==> config.mk <==
export PLATFORM = sky130hd
export DESIGN_NAME = amo_unit
export DESIGN_NICKNAME = d
export VERILOG_FILES = /design/src/rtl/amo_pkg.sv /design/src/rtl/amo_decode.sv /design/src/rtl/amo_alu.sv /design/src/rtl/amo_seq.sv /design/src/rtl/amo_unit.sv
export SDC_FILE = /design/constraint.sdc
export NUM_CORES = 1
export LEC_CHECK = 0
export BUFFER_PORTS_ARGS = -buffer_cell sky130_fd_sc_hd__buf_2
export CAP_MARGIN = 10
export CORE_UTILIZATION = 51
export DETAILED_ROUTE_END_ITERATION = 8
export PLACE_DENSITY = 0.84
export SKIP_LAST_GASP = 1
export SLEW_MARGIN = 25
export SYNTH_ARGS = -nofsm -noshare
export SYNTH_HDL_FRONTEND = slang
export SYNTH_SLANG_ARGS = --single-unit
==> constraint.sdc <==
create_clock -name clk_i -period 4.8 [get_ports clk_i]
set_input_delay 0.96 -clock clk_i [delete_from_list [all_inputs] [get_ports clk_i]]
set_output_delay 0.96 -clock clk_i [all_outputs]
set_load 0.02 [all_outputs]
==> src/rtl/amo_pkg.sv <==
package amo_pkg;
  localparam logic [6:0] OPC_AMO   = 7'b0101111;
  localparam logic [2:0] WIDTH_DW  = 3'b011;

  typedef enum logic [3:0] {
    OP_SWAP, OP_ADD, OP_XOR, OP_AND, OP_OR,
    OP_MIN, OP_MAX, OP_MINU, OP_MAXU
  } amo_op_e;

  typedef enum logic [2:0] {
    ST_IDLE, ST_RD_REQ, ST_RD_WAIT, ST_WR_REQ, ST_WR_WAIT, ST_DONE
  } amo_state_e;
endpackage

==> src/rtl/amo_decode.sv <==
module amo_decode
  import amo_pkg::*;
(
  input  logic [31:0] instr_i,
  output logic        match_o,
  output logic        legal_o,
  output amo_op_e     op_o,
  output logic [4:0]  rd_o
);
  logic [4:0] f5;
  logic       unused_hint;

  assign f5          = instr_i[31:27];
  assign rd_o        = instr_i[11:7];
  assign match_o     = (instr_i[6:0] == OPC_AMO) && (instr_i[14:12] == WIDTH_DW);
  // ordering hints and register indices other than rd are not used here
  assign unused_hint = ^instr_i[26:15];

  always_comb begin
    legal_o = 1'b1;
    op_o    = OP_SWAP;
    unique case (f5)
      5'b00001: op_o = OP_SWAP;
      5'b00000: op_o = OP_ADD;
      5'b00100: op_o = OP_XOR;
      5'b01100: op_o = OP_AND;
      5'b01000: op_o = OP_OR;
      5'b10000: op_o = OP_MIN;
      5'b10100: op_o = OP_MAX;
      5'b11000: op_o = OP_MINU;
      5'b11100: op_o = OP_MAXU;
      default:  legal_o = 1'b0;
    endcase
  end
endmodule

==> src/rtl/amo_alu.sv <==
module amo_alu
  import amo_pkg::*;
#(
  parameter int unsigned XLEN = 64
) (
  input  logic [XLEN-1:0] old_i,
  input  logic [XLEN-1:0] opnd_i,
  input  amo_op_e         op_i,
  output logic [XLEN-1:0] result_o
);
  localparam int unsigned CW = XLEN + 1;

  logic          is_signed;
  logic [CW-1:0] ext_old, ext_opnd, diff;
  logic          old_lt;

  assign is_signed = (op_i == OP_MIN) || (op_i == OP_MAX);
  // one shared subtractor: extension bit picks signed or unsigned order
  assign ext_old  = {is_signed & old_i[XLEN-1],  old_i};
  assign ext_opnd = {is_signed & opnd_i[XLEN-1], opnd_i};
  assign diff     = ext_old - ext_opnd;
  assign old_lt   = diff[CW-1];

  always_comb begin
    unique case (op_i)
      OP_SWAP: result_o = opnd_i;
      OP_ADD:  result_o = old_i + opnd_i;
      OP_XOR:  result_o = old_i ^ opnd_i;
      OP_AND:  result_o = old_i & opnd_i;
      OP_OR:   result_o = old_i | opnd_i;
      OP_MIN,
      OP_MINU: result_o = old_lt ? old_i : opnd_i;
      OP_MAX,
      OP_MAXU: result_o = old_lt ? opnd_i : old_i;
      default: result_o = opnd_i;
    endcase
  end
endmodule

==> src/rtl/amo_seq.sv <==
module amo_seq
  import amo_pkg::*;
#(
  parameter int unsigned XLEN = 64,
  parameter int unsigned RW   = 5
) (
  input  logic            clk_i,
  input  logic            rst_ni,
  input  logic            take_i,
  input  logic            legal_i,
  input  amo_op_e         op_i,
  input  logic [RW-1:0]   rd_i,
  input  logic [XLEN-1:0] addr_i,
  input  logic [XLEN-1:0] opnd_i,
  input  logic            gnt_i,
  input  logic            rvalid_i,
  input  logic [XLEN-1:0] rdata_i,
  output amo_state_e      state_o,
  output amo_op_e         op_o,
  output logic [RW-1:0]   rd_o,
  output logic [XLEN-1:0] addr_o,
  output logic [XLEN-1:0] opnd_o,
  output logic [XLEN-1:0] old_o,
  output logic            illegal_o
);
  amo_state_e      state_q, state_d;
  amo_op_e         op_q;
  logic [RW-1:0]   rd_q;
  logic [XLEN-1:0] addr_q, opnd_q, old_q;
  logic            ill_q;

  always_comb begin
    state_d = state_q;
    unique case (state_q)
      ST_IDLE:    if (take_i)   state_d = legal_i ? ST_RD_REQ : ST_DONE;
      ST_RD_REQ:  if (gnt_i)    state_d = ST_RD_WAIT;
      ST_RD_WAIT: if (rvalid_i) state_d = ST_WR_REQ;
      ST_WR_REQ:  if (gnt_i)    state_d = ST_WR_WAIT;
      ST_WR_WAIT: if (rvalid_i) state_d = ST_DONE;
      ST_DONE:                  state_d = ST_IDLE;
      default:                  state_d = ST_IDLE;
    endcase
  end

  always_ff @(posedge clk_i or negedge rst_ni) begin
    if (!rst_ni) begin
      state_q <= ST_IDLE;
      op_q    <= OP_SWAP;
      rd_q    <= '0;
      addr_q  <= '0;
      opnd_q  <= '0;
      old_q   <= '0;
      ill_q   <= 1'b0;
    end else begin
      state_q <= state_d;
      if (state_q == ST_IDLE && take_i) begin
        op_q   <= op_i;
        rd_q   <= rd_i;
        addr_q <= addr_i;
        opnd_q <= opnd_i;
        old_q  <= '0;
        ill_q  <= !legal_i;
      end
      if (state_q == ST_RD_WAIT && rvalid_i) old_q <= rdata_i;
    end
  end

  assign state_o   = state_q;
  assign op_o      = op_q;
  assign rd_o      = rd_q;
  assign addr_o    = addr_q;
  assign opnd_o    = opnd_q;
  assign old_o     = old_q;
  assign illegal_o = ill_q;
endmodule

==> src/rtl/amo_unit.sv <==
module amo_unit
  import amo_pkg::*;
#(
  parameter int unsigned XLEN = 64,
  parameter int unsigned RW   = 5
) (
  input  logic            clk_i,
  input  logic            rst_ni,
  input  logic            issue_valid_i,
  output logic            issue_ready_o,
  input  logic [31:0]     instr_i,
  input  logic [XLEN-1:0] rs1_val_i,
  input  logic [XLEN-1:0] rs2_val_i,
  output logic            busy_o,
  output logic            mem_req_o,
  output logic            mem_we_o,
  output logic [XLEN-1:0] mem_addr_o,
  output logic [XLEN-1:0] mem_wdata_o,
  input  logic            mem_gnt_i,
  input  logic            mem_rvalid_i,
  input  logic [XLEN-1:0] mem_rdata_i,
  output logic            done_o,
  output logic            rd_we_o,
  output logic [RW-1:0]   rd_addr_o,
  output logic [XLEN-1:0] rd_data_o,
  output logic            illegal_o
);
  logic            dec_match, dec_legal, take, seq_ill;
  amo_op_e         dec_op, seq_op;
  logic [4:0]      dec_rd;
  logic [RW-1:0]   seq_rd;
  logic [XLEN-1:0] seq_addr, seq_opnd, seq_old, alu_res;
  amo_state_e      state;

  amo_decode u_dec (
    .instr_i (instr_i),
    .match_o (dec_match),
    .legal_o (dec_legal),
    .op_o    (dec_op),
    .rd_o    (dec_rd)
  );

  assign take = issue_valid_i && dec_match;

  amo_seq #(.XLEN(XLEN), .RW(RW)) u_seq (
    .clk_i     (clk_i),
    .rst_ni    (rst_ni),
    .take_i    (take),
    .legal_i   (dec_legal),
    .op_i      (dec_op),
    .rd_i      (dec_rd[RW-1:0]),
    .addr_i    (rs1_val_i),
    .opnd_i    (rs2_val_i),
    .gnt_i     (mem_gnt_i),
    .rvalid_i  (mem_rvalid_i),
    .rdata_i   (mem_rdata_i),
    .state_o   (state),
    .op_o      (seq_op),
    .rd_o      (seq_rd),
    .addr_o    (seq_addr),
    .opnd_o    (seq_opnd),
    .old_o     (seq_old),
    .illegal_o (seq_ill)
  );

  amo_alu #(.XLEN(XLEN)) u_alu (
    .old_i    (seq_old),
    .opnd_i   (seq_opnd),
    .op_i     (seq_op),
    .result_o (alu_res)
  );

  assign issue_ready_o = (state == ST_IDLE);
  assign busy_o        = (state != ST_IDLE);
  assign mem_req_o     = (state == ST_RD_REQ) || (state == ST_WR_REQ);
  assign mem_we_o      = (state == ST_WR_REQ);
  assign mem_addr_o    = seq_addr;
  assign mem_wdata_o   = alu_res;
  assign done_o        = (state == ST_DONE);
  assign rd_we_o       = done_o && !seq_ill && (seq_rd != '0);
  assign rd_addr_o     = seq_rd;
  assign rd_data_o     = seq_old;
  assign illegal_o     = done_o && seq_ill;
endmodule

==> flow_metrics.py <==
metrics = {
    "outcome": {
        "run_status": "complete, but fails checks",
        "violated_checks": "negative setup slack",
    },
    "final_layout": {
        "finish.cell_count_without_fillers": 2976,
        "post_synthesis_to_final_layout_area_growth_pct": 35.1,
        "drive_above_1_share_pct": 33.2,
        "post-route-cell-area_um2": 22300,
        "final.fill_count": 2368,
        "layout.area.seq_um2": 5140,
        "postLayoutCoreUtil_pct": 70.4,
        "layout.cells.most_common": "sky130_fd_sc_hd__nand2_1",
        "layout_common_cells": "sky130_fd_sc_hd__nand2_1, sky130_fd_sc_hd__buf_2, sky130_fd_sc_hd__dfrtp_1, sky130_fd_sc_hd__buf_4, sky130_fd_sc_hd__ha_1",
        "design.final.nets": 2971,
        "multi_input_area_um2": 11300,
    },
    "worst_hold_path": {
        "worstHoldPathType": "flop to flop",
        "timing.hold.worst_endpoint": "u_seq.addr_o[29]$_DFFE_PN0P_",
        "worst_hold_path_depth": 2,
        "hold_path_startpoint": "u_seq.addr_o[29]$_DFFE_PN0P_",
    },
    "routing": {
        "wl_per_cell_um": 21.0,
        "avgViaCountPerCell": 6.15,
        "routed_wirelength_um": 62500,
        "router_iterations_before_antenna_repair": 5,
        "vias": 18310,
        "detailedRoute.firstIterationViolations": 1884,
        "route.detailed.drc": 0,
        "drt.antenna.violating_nets": 0,
    },
    "cts": {
        "cts.hold.buffers_added": 0,
        "tritoncts": "done",
        "cts_max_level": 1,
        "clkSinkCount": 205,
        "clk_transition_reported_paths_ns": 0.06,
        "clk_root_buffer_cell": "sky130_fd_sc_hd__clkbuf_16",
        "cts_inserted_buffers": 24,
        "cts-root-to-sink-buffers": 3,
        "insertion_delay_ns": 0.55,
    },
    "critical_path": {
        "r2r.worst_path.cells": 5,
        "worstReg2RegStart": "u_seq.state_o[1]$_DFFE_PN0P_",
        "crit_path_end_kind": "primary output",
        "timing.critical_path.cells": "inv_2 > ha_2 > inv_1 > a21oi_2 > a2bb2oi_2 > a41oi_2 > o311ai_4 > a211oi_4 > buf_6 > mux2i_1 > a311o_1 > or2_4 > buf_12 > a221oi_2 > o21ai_1 > buf_2",
        "worstSetupPathType": "flop to primary output",
        "worst-endpoint-required_ns": 3.84,
        "worst-path-max-fanout": 17,
        "crit_path_start_kind": "flop",
        "max_stage_delay_ns": 0.43,
        "critPathArrivalTime_ns": 4.16,
        "critical_path.slowest_cell": "sky130_fd_sc_hd__dfrtp_1",
        "setup.reg_to_reg.worst_slack_ns": 2.47,
        "reg2reg_to": "u_seq.illegal_o$_DFFE_PN0P_",
        "timing.critical_path.from": "u_seq.opnd_o[5]$_DFFE_PN0P_",
    },
    "synthesis": {
        "synth_adder_area_share_pct": 14.6,
        "synth-simple-area-share_pct": 16.3,
        "postSynthRegisterBits": 205,
        "synth_top_cell_area_share_pct": 31.0,
        "synth_async_sr_flop_share_pct": 100,
        "synth_top_family_by_area": "compound AO/OA/AOI/OAI gates",
        "largest_area_contributor_in_the_synthesized_netlist": "sky130_fd_sc_hd__dfrtp_1",
        "synth_area_in_xor_xnor_pct": 2.86,
        "synth.mux.area_fraction_pct": 0.303,
        "synth_enable_flop_cells": 0,
        "post_synth_inst_count": 2080,
        "synth-main-ff-cell": "sky130_fd_sc_hd__dfrtp_1",
        "cell_variety_after_synth": 72,
        "post_synth.cell_area_avg_um2": 7.95,
        "synth.cell_area_um2": 16500,
        "ys_top_cells_by_area": "sky130_fd_sc_hd__dfrtp_1, sky130_fd_sc_hd__ha_1, sky130_fd_sc_hd__nand2_1, sky130_fd_sc_hd__a21oi_1, sky130_fd_sc_hd__o21ai_0",
        "synth-seq-area-share_pct": 31.0,
        "mappedNetlistNets": 2502,
        "synthesis.yosys.warnings": 0,
        "synth_compound_area_share_pct": 27.0,
    },
    "pwr": {
        "vdd.ir_drop.worst_uv": 308,
        "cellLeakagePower_nw": 11.1,
        "power-per-cell-area_nw_per_um2": 532,
    },
    "floorplanning": {
        "design.core.area_um2": 31700,
        "floorplan.die.height_um": 182,
        "floorplan.rows": 65,
        "die-area_um2": 33200,
        "io-pin-count": 433,
        "floorplan.initialDensity_pct": 52.1,
        "floorplan.die.width_um": 182,
    },
    "global_route": {
        "grt_start_max_net_pins": 129,
        "first_global_vias": 17676,
        "groute.usage.overall_pct": 34.7,
        "antenna_found_initial": 8,
        "globalRouteOverflowTotal": 0,
        "first_pass_grt_wire_length_um": 92400,
    },
    "flow_run": {
        "maxCapViolCount": 0,
    },
    "sta": {
        "final_setup_violating_endpoints": 64,
        "relSlewSlack_pct": 34.3,
        "rsz0062_at_grt": "yes",
        "finalMaxSlewViolations": 0,
        "fmaxAchievable_mhz": 195,
        "hold_viol_final": 0,
        "fin_setup_tns_ns": -13.87,
        "worst_slew_pin_slew_ns": 0.986,
        "layout_setup_ws_ns": -0.323,
        "layout_worst_path_cycle_share_pct": 107,
        "fin_worst_skew_ns": 0.0266,
        "finalCriticalPeriod_ns": 5.12,
    },
    "placed_design": {
        "detailedPlace.worstSlack_ns": -0.0552,
        "placed_cell_area_um2": 19500,
        "number_of_cells_after_detailed_placement": 2873,
        "place.port_buffers": 420,
        "gp_congestion": 0.981,
        "dpl.hpwl_um": 42300,
    },
}
final cells by class:
class	instances	share of cell area (%)
diodes	8	0.0896
clock buffers	31	3.13
well taps	402	2.25
repair buffers	592	17.0
multi-input cells	1553	50.7
clock inverters	12	0.857
inverters	173	2.91
flip-flops and latches	205	23.0
routing by layer:
| layer | part of all wire (%) | vias to the layer above | track usage [%] |
|---|---|---|---|
| met1 | 37 | 8765 | 41.4 |
| met3 | 9.1 | 240 | 6.77 |
| met4 | 5.3 | 0 | 17.6 |
| met2 | 48 | 1082 | 59.5 |
| met5 | 0 | - | 0 |
| li1 | - | 8223 | - |
timing repair:
item                                    4_1_cts  5_1_grt
buffers inserted                             16       32
cloned                                        0        5
pin swaps                                    28       84
resized for setup                            92      216
endpoints found under the setup margin       64       64
state kept, by name, indices dropped and copies added, names as in the netlist:
| name | count |
|---|---|
| u_seq.state_o | 3 |
| u_seq.addr_o | 64 |
| u_seq.illegal_o | 1 |
| u_seq.opnd_o | 64 |
| u_seq.old_o | 64 |
| u_seq.rd_o | 5 |
| u_seq.op_o | 4 |
cell families (layout without fill, tap and decap cells):
group	Yosys count	in the layout
AO/OA/AOI/OAI	662	662
AND/OR/NAND/NOR	639	639
buffers and inverters	322	808
flip-flops	205	205
adder cells (fa/ha/maj)	193	193
XOR/XNOR	54	54
multiplexers	5	5
other	0	8
worst max-delay path, delay by kind of cell (launching register included):
family	cells	cell delay, ns
AOI/OAI and AO/OA	8	1.79
buffers and inverters	5	0.75
DFF	1	0.43
and+or+nand+nor	1	0.28
adders and majority gates	1	0.24
muxes	1	0.11
cells in the mapped netlist (17+ instances only):
master                     instances
sky130_fd_sc_hd__a21o_1           32
sky130_fd_sc_hd__a21oi_1         161
sky130_fd_sc_hd__a221o_1          38
sky130_fd_sc_hd__a221oi_1         45
sky130_fd_sc_hd__buf_2            33
sky130_fd_sc_hd__clkbuf_1        100
sky130_fd_sc_hd__dfrtp_1         205
sky130_fd_sc_hd__ha_1            192
sky130_fd_sc_hd__inv_1           157
sky130_fd_sc_hd__nand2_1         434
sky130_fd_sc_hd__nand3_1          17
sky130_fd_sc_hd__nor2_1           84
sky130_fd_sc_hd__nor3_1           21
sky130_fd_sc_hd__o21ai_0         145
sky130_fd_sc_hd__o21ai_1          17
sky130_fd_sc_hd__o21bai_1         19
sky130_fd_sc_hd__o22ai_1          17
sky130_fd_sc_hd__o31ai_1          76
sky130_fd_sc_hd__xnor2_1          34
sky130_fd_sc_hd__xor2_1           20
how the worst max path moves through the flow:
stage	to	depth (start not counted)	slack, ns
after CTS	mem_wdata_o[54]	16	-0.29
after global placement	mem_wdata_o[36]	15	0.02
final	mem_wdata_o[55]	16	-0.32
after global routing	mem_wdata_o[47]	16	-0.41
after floorplan	mem_wdata_o[19]	16	0.30
after detailed placement	mem_wdata_o[36]	15	-0.06
power by group:
part           total, mW  leakage (nW)  switching [mW]  internal, mW
clock               2.10         0.440           0.805          1.29
sequential          2.33          2.41           0.293          2.04
combinational       7.47          8.30            4.46          3.01
total               11.9          11.1            5.55          6.34
per-stage QoR:
step / hold slack, ns / power (mW)
final: 0.472 / 11.9
after global routing: 0.487 / 12.5
after CTS: 0.474 / 11.1
after detailed placement: 0.460 / 8.58
after global placement: 0.455 / 8.45
after floorplan: 0.464 / 6.42
Power figures use the tool's default switching activity.
